**src/rtl/xaud_pkg.sv**
```systemverilog
package xaud_pkg;
  localparam int unsigned VRA_BIT  = 0;
  localparam int unsigned DOUT_BIT = 2;
  localparam int unsigned SLOT_LO  = 4;
  localparam int unsigned SLOT_W   = 2;
  localparam int unsigned CFG_BIT  = 10;
  localparam int unsigned NUM_RATE = 2;
  localparam int unsigned RATE_DAC = 0;
  localparam int unsigned RATE_ADC = 1;
endpackage

```
**src/rtl/xaud_addr_dec.sv**
```systemverilog
module xaud_addr_dec #(
  parameter int unsigned ADDR_W = 7,
  parameter int unsigned N_RATE = 2,
  parameter logic [ADDR_W-1:0] CTRL_IDX = 7'h2A,
  parameter logic [N_RATE-1:0][ADDR_W-1:0] RATE_IDX = {7'h32, 7'h2C}
) (
  input  logic [ADDR_W-1:0] addr_i,
  output logic              hit_ctrl_o,
  output logic [N_RATE-1:0] hit_rate_o
);
  assign hit_ctrl_o = (addr_i == CTRL_IDX);

  for (genvar g = 0; g < N_RATE; g++) begin : g_cmp
    assign hit_rate_o[g] = (addr_i == RATE_IDX[g]);
  end
endmodule

```
**src/rtl/xaud_ctrl_word.sv**
```systemverilog
module xaud_ctrl_word
  import xaud_pkg::*;
#(
  parameter int unsigned DATA_W = 16
) (
  input  logic              clk,
  input  logic              rst,
  input  logic              wr_i,
  input  logic [DATA_W-1:0] wdata_i,
  output logic [DATA_W-1:0] word_o,
  output logic              vra_o,
  output logic              dout_o,
  output logic [SLOT_W-1:0] slot_o,
  output logic              clr_o
);
  localparam logic [DATA_W-1:0] WR_MASK =
    DATA_W'((1 << VRA_BIT) | (1 << DOUT_BIT) | (((1 << SLOT_W) - 1) << SLOT_LO));

  logic [DATA_W-1:0] word_q;

  always_ff @(posedge clk) begin
    if (rst) begin
      word_q <= '0;
    end else if (wr_i) begin
      word_q <= wdata_i & WR_MASK;
    end
  end

  // a write whose enable bit is 0 reloads the rate registers this edge
  assign clr_o  = wr_i & ~wdata_i[VRA_BIT];
  assign word_o = word_q;
  assign vra_o  = word_q[VRA_BIT];
  assign dout_o = word_q[DOUT_BIT];
  assign slot_o = word_q[SLOT_LO +: SLOT_W];
endmodule

```
**src/rtl/xaud_rate_reg.sv**
```systemverilog
module xaud_rate_reg #(
  parameter int unsigned DATA_W = 16,
  parameter logic [DATA_W-1:0] RST_VAL = 16'hBB80
) (
  input  logic              clk,
  input  logic              rst,
  input  logic              wr_i,
  input  logic              en_i,
  input  logic              force_i,
  input  logic [DATA_W-1:0] wdata_i,
  output logic [DATA_W-1:0] rate_o
);
  always_ff @(posedge clk) begin
    if (rst || force_i) begin
      rate_o <= RST_VAL;
    end else if (wr_i && en_i) begin
      rate_o <= wdata_i;
    end
  end
endmodule

```
**src/rtl/xaud_ctl_regs.sv**
```systemverilog
module xaud_ctl_regs
  import xaud_pkg::*;
#(
  parameter int unsigned ADDR_W = 7,
  parameter int unsigned DATA_W = 16,
  parameter logic [ADDR_W-1:0] CTRL_IDX = 7'h2A,
  parameter logic [ADDR_W-1:0] DAC_IDX  = 7'h2C,
  parameter logic [ADDR_W-1:0] ADC_IDX  = 7'h32,
  parameter logic [DATA_W-1:0] RATE_RST = 16'hBB80
) (
  input  logic              clk,
  input  logic              rst,
  input  logic [ADDR_W-1:0] addr,
  input  logic [DATA_W-1:0] wdata,
  input  logic              wr_en,
  input  logic              rd_en,
  output logic [DATA_W-1:0] rdata,
  input  logic              cfg_valid_i,
  output logic              vra_en_o,
  output logic              dig_out_en_o,
  output logic [SLOT_W-1:0] slot_sel_o,
  output logic [DATA_W-1:0] dac_rate_o,
  output logic [DATA_W-1:0] adc_rate_o
);
  localparam logic [NUM_RATE-1:0][ADDR_W-1:0] RATE_IDX = {ADC_IDX, DAC_IDX};

  logic                             hit_ctrl;
  logic [NUM_RATE-1:0]              hit_rate;
  logic [DATA_W-1:0]                ctrl_word;
  logic                             clr;
  logic [NUM_RATE-1:0][DATA_W-1:0]  rate_q;
  logic [DATA_W-1:0]                status_word;
  logic [DATA_W-1:0]                rd_mux;

  xaud_addr_dec #(
    .ADDR_W(ADDR_W), .N_RATE(NUM_RATE), .CTRL_IDX(CTRL_IDX), .RATE_IDX(RATE_IDX)
  ) u_dec (
    .addr_i(addr), .hit_ctrl_o(hit_ctrl), .hit_rate_o(hit_rate)
  );

  xaud_ctrl_word #(.DATA_W(DATA_W)) u_ctrl (
    .clk(clk), .rst(rst), .wr_i(wr_en & hit_ctrl), .wdata_i(wdata),
    .word_o(ctrl_word), .vra_o(vra_en_o), .dout_o(dig_out_en_o),
    .slot_o(slot_sel_o), .clr_o(clr)
  );

  for (genvar g = 0; g < NUM_RATE; g++) begin : g_rate
    xaud_rate_reg #(.DATA_W(DATA_W), .RST_VAL(RATE_RST)) u_rate (
      .clk(clk), .rst(rst), .wr_i(wr_en & hit_rate[g]), .en_i(vra_en_o),
      .force_i(clr), .wdata_i(wdata), .rate_o(rate_q[g])
    );
  end

  assign dac_rate_o = rate_q[RATE_DAC];
  assign adc_rate_o = rate_q[RATE_ADC];

  always_comb begin
    status_word = '0;
    status_word[CFG_BIT] = cfg_valid_i;
  end

  always_comb begin
    rd_mux = '0;
    if (hit_ctrl) rd_mux = ctrl_word | status_word;
    for (int i = 0; i < NUM_RATE; i++) begin
      if (hit_rate[i]) rd_mux = rate_q[i];
    end
  end

  always_ff @(posedge clk) begin
    if (rst) begin
      rdata <= '0;
    end else if (rd_en) begin
      rdata <= rd_mux;
    end
  end
endmodule

```
**config.mk**
```make
export PLATFORM = sky130hd
export DESIGN_NAME = xaud_ctl_regs
export DESIGN_NICKNAME = d
export VERILOG_FILES = /design/src/rtl/xaud_pkg.sv /design/src/rtl/xaud_addr_dec.sv /design/src/rtl/xaud_ctrl_word.sv /design/src/rtl/xaud_rate_reg.sv /design/src/rtl/xaud_ctl_regs.sv
export SDC_FILE = /design/constraint.sdc
export NUM_CORES = 1
export LEC_CHECK = 0
export BUFFER_PORTS_ARGS = -buffer_cell sky130_fd_sc_hd__buf_2
export CORE_UTILIZATION = 50
export DETAILED_ROUTE_END_ITERATION = 16
export HOLD_SLACK_MARGIN = 0.1
export PLACE_DENSITY = 0.81
export SYNTH_ARGS = -nofsm -noshare
export SYNTH_HDL_FRONTEND = slang
export SYNTH_SLANG_ARGS = --single-unit
```
**constraint.sdc**
```tcl
create_clock -name clk -period 2.3 [get_ports clk]
set_input_delay 0.115 -clock clk [delete_from_list [all_inputs] [get_ports clk]]
set_output_delay 0.115 -clock clk [all_outputs]
set_load 0.01 [all_outputs]
```
* Word level (Yosys, flattened, before mapping) *
Index checks and enable logic that the tools add are counted.

storage, ports and cells
  register bits = 52
  output and inout port bits = 52
  input bits = 28

operators by class
  reductions and logical operators = 3
  muxes and demuxes = 3
  bitwise logic cells = 6
  eq/ne operators = 3

operator list
  kind                  count
  $mux W16              2
  $eq A7 B6 Y1 const B  3
  $mux W11              1
  $or A6 B11 Y11        1
  $and A1 B1 Y1         4
  $logic_and A1 B1 Y1   2
  $logic_or A1 B1 Y1    1
  $not A1 Y1            1

* Logic depth before layout (Yosys ltp) *
  word-level depth = 4
  gate-level depth with buffers = 7

* By module *
From an unflattened synthesis, not the netlist that was laid out.

unflattened totals
  cells, all modules = 268
  area, all modules = 2798.9 µm²

by module, submodules not included
  module          seq. area each (µm²)  times used  cells an instance  area an instance (µm²)
  xaud_rate_reg   320.3                 2           66                 688.2
  xaud_ctl_regs   320.3                 1           99                 1098.6
  xaud_ctrl_word  80.1                  1           31                 276.5
  xaud_addr_dec   0.0                   1           6                  47.5

* Worst setup path before layout *
OpenSTA, ideal clock, no wires.

  path type = flip-flop to flip-flop
  start = reg u_ctrl.word_q[0], in the netlist u_ctrl.word_o[0]
  end = reg g_rate[0].u_rate.rate_o[11]
  library setup time = 0.129 ns
  slack = 0.794 ns
  cell stages (with the launch flop) = 7
  data required time = 2.171 ns
  clock period less this slack = 1.506 ns
  arrival time = 1.377 ns
  cells stage by stage = dfxtp_1 -> and4b_1 -> and3_1 -> buf_2 -> buf_4 -> mux2i_1 -> nand2_1

on the way
  cells in the longest elaborated chain, start to end = 1

ends and longest elaborated chain
  element                 RTL line              RTL
  from (decl)             xaud_ctrl_word.sv:19  logic [DATA_W-1:0] word_q;
  from (signal assigned)  xaud_ctrl_word.sv:25  word_q <= wdata_i & WR_MASK;
  $logic_and A1 B1 Y1     xaud_rate_reg.sv:16   end else if (wr_i && en_i) begin
  to (signal assigned)    xaud_rate_reg.sv:17   rate_o <= wdata_i;
  to (decl)               xaud_rate_reg.sv:11   output logic [DATA_W-1:0] rate_o

Every way passes these cells.
A chain may end at the register's enable or synchronous reset.

* Worst setup path in the final report *
  start = reg u_ctrl.word_q[0], in the netlist u_ctrl.word_o[0]
  end = reg g_rate[0].u_rate.rate_o[15]

The elaborated chain is that of the path after synthesis.

==> results.md <==
- Most used routing layer: met2
- Buffers on Ports: around 80
- YS warnings: 0
- Final setup viols: 0
- Reg2Reg Launch Point: u_ctrl.word_o[0]
- Mapped Cells: 229
- Minimum clock period after layout: roughly 1.5 ns
- Remaining antenna violation count: 0
- Layout cells sized above 1: 31.27%
- Max Freq: 667.2 MHz
- Final #Nets: 350
- HP Class: in2reg
- First-pass GRT wire length: between 8 and 9 mm
- Vias in the first global route: ~1800
- Number of DRC markers in iteration 0: 152
- Max-cap violations: 0
- Worst-case reg-to-reg path depth: 5
- Top cell type's share of synthesized area: roughly 48%
- Mean Syn Cell Area: ~9.4 µm²
- Total CTS buffers: 5
- Tcrit/Tclk final: 65.17%
- GRT Resource Usage Total: 24.47%
- Post-synthesis cell area: 2150 µm²
- RSZ-0062 raised after global routing: false
- Sequential area share after synthesis: 48.43%
- Worst-Margin Slew: 0.5906 ns
- Peak VDD IR: 0.3127 mV
- Residual DRC: 0
- Clk root buf: clkbuf_8
- Top Ports: 80
- FF+latch count, synth: 52
- Area of the multi-input gates: 1027 µm²
- DRT Pass-1 Iters: 4
- Placed cell count: 350
- Design area: 2814 µm²
- M3 GR Usage: 5.068%
- Worst Hold End: g_rate[1].u_rate.rate_o[0]
- Power Density: 560.2 nW/µm²
- Core Area: around 4100 µm²
- Clock-pin slew on the worst setup and hold paths: 0.10 ns
- Post-DR wirelength/cell: between 10 and 15 µm
- Antenna violations before repair: 0
- Arr. time, crit path: ~1.7 ns
- Clock Skew: 0.01077 ns
- Post-synth cell types: 28
- Clock Tree Buf Depth: 2
- Register Area: 1041 µm²
- Post-place setup slack: 0.6256 ns
- Final Max Tran Viols: 0
- Final Hold Fails: 0
- CP max FO: 16
- Die span in x: around 68 µm
- Vias per cell: 5.357
- Final WL: 5.396 mm
- Critical path endpoint category: register
- Post-DP HPWL: 3.597 mm
- CTS Sinks: 52
- Die ar.: 4565 µm²
- Pin count of the biggest net entering global routing: 34
- WS Path Type: reg2reg
- CP startpoint kind: register
- # fillers: roughly 320
- Worst reg2reg endpoint: g_rate[0].u_rate.rate_o[15]
- DR vias: 1998
- HP Start: wdata[0]
- H-tree levels: 2
- Reg2Reg Setup Slack: around 0.80 ns
- Met1 usage: 30.19%
- Die Ht: ~68 µm
- Met2 usage: between 40% and 50%
- Commonest non-fill, non-tap cell in the layout: buf_2
- PnR worst setup slack: 0.8011 ns
- Syn Nets: roughly 260
- Worst hold slack: 0.1042 ns
- Worst-Skew Late Latency: 0.31 ns
- Crit path required time: around 2.5 ns
- Final Wtd Congestion: 0.9051
- Cell Rows: 23
- Total grt overflow: 0
- CTS tree: yes
- Area Growth Syn to Fin: 30.91%
- Cell Area, Placed: 2575 µm²
- Worst Hold Depth: 3
- Initial Utilization: a little over half
- Most area-consuming cells after synthesis: dfxtp_1 (48%), mux2i_1 (16%), nand2_1 (7.3%)
- Final TNS setup: 0 ns
- ANT cells: 0
- Slew margin rel.: between 60% and 70%
- Final Non-Filler Cells: 373
- Static leakage: 0.001176 µW
- Status: complete, no violations
- # Post-CTS Setup Buffers: 0
- Largest area contributor in the netlist: dfxtp_1
- Most frequent cells in the layout: buf_2 (79), dfxtp_1 (52), nand2_1 (42)
## report_power, final
group	switching, µW	internal, µW	total, µW	leakage, µW
clock network	296	217	513	0.0000414
registers	7.59	914	921	0.000422
logic	74.4	67.6	142	0.000712
total	378	1200	1580	0.00118
## Yosys cell counts (all sizes together)
cell and count:
clkbuf 6, o21a 4, and3 2, and4b 1
nor2b 4, nor2 41, a311oi 11, nor3 1
o211ai 1, inv 1, or3b 1, a2111oi 4
nand4 3, nand4bb 1, buf 8, o21ba 1
a21oi 6, o22ai 1, nor3b 2, dfxtp 52
o21bai 1, mux2i 35, nand2 42
## cell families (layout without fill, tap and decap cells)
| logic type | count (synthesis) | count (layout) | share of synthesized area, % |
|---|---|---|---|
| AND/OR/NAND/NOR | 98 | 98 | 20.95 |
| multiplexers | 35 | 35 | 16.30 |
| flip-flops | 52 | 52 | 48.43 |
| buffers and inverters | 15 | 109 | 3.783 |
| AO/OA/AOI/OAI | 29 | 29 | 10.54 |
## cell type report
type	count	share of cell area (%)
Timing Repair Buffer	100	20.99
Multi-Input combinational cell	162	36.51
Clock buffer	6	2.579
Tap cell	50	2.223
Clock inverter	2	0.5780
Inverter	1	0.1334
Sequential cell	52	36.99
## worst max-delay path, cell delays in order, from the launching register on
cell	delay, ns
dfxtp_1	0.42
and4b_1	0.20
and3_1	0.15
buf_4	0.31
mux2i_1	0.23
nand2_1	0.07
## timing repair
item | in CTS | in global routing
hold buffers | 15 | 0
resized for setup | 0 | 0
endpoints found under the hold margin | 30 | 0
## worst max path at each step
stage	start	endpoint	cells after the start
2_1_floorplan	u_ctrl.word_o[0]	g_rate[0].u_rate.rate_o[11]	6
3_3_place_gp	addr[0]	g_rate[1].u_rate.rate_o[10]	6
3_5_place_dp	addr[3]	rdata[12]	6
4_1_cts	u_ctrl.word_o[0]	g_rate[0].u_rate.rate_o[7]	5
5_1_grt	u_ctrl.word_o[0]	g_rate[0].u_rate.rate_o[11]	5
6_report	u_ctrl.word_o[0]	g_rate[0].u_rate.rate_o[15]	5
## layer usage
metal | vias to the layer above | wire length (µm) | part of all wire, %
li1 | 983 | - | -
met1 | 915 | 2398 | 44
met2 | 89 | 2580 | 48
met3 | 11 | 323 | 6.0
met4 | 0 | 93 | 1.7
met5 | - | 0 | 0
## sequential cells by signal, summed over array words and instances (netlist names)
name	flops
rdata	16
g_rate.u_rate.rate_o	32
u_ctrl.word_o	4
## stage by stage
| stage | utilization (%) | power [µW] |
|---|---|---|
| after floorplan | - | 1004 |
| after global placement | 63.46 | 1060 |
| after detailed placement | 63.46 | 1063 |
| after CTS | 69.35 | 1583 |
| after global routing | 69.35 | 1634 |
| final | 69.35 | 1576 |
Power figures use the tool's default switching activity.
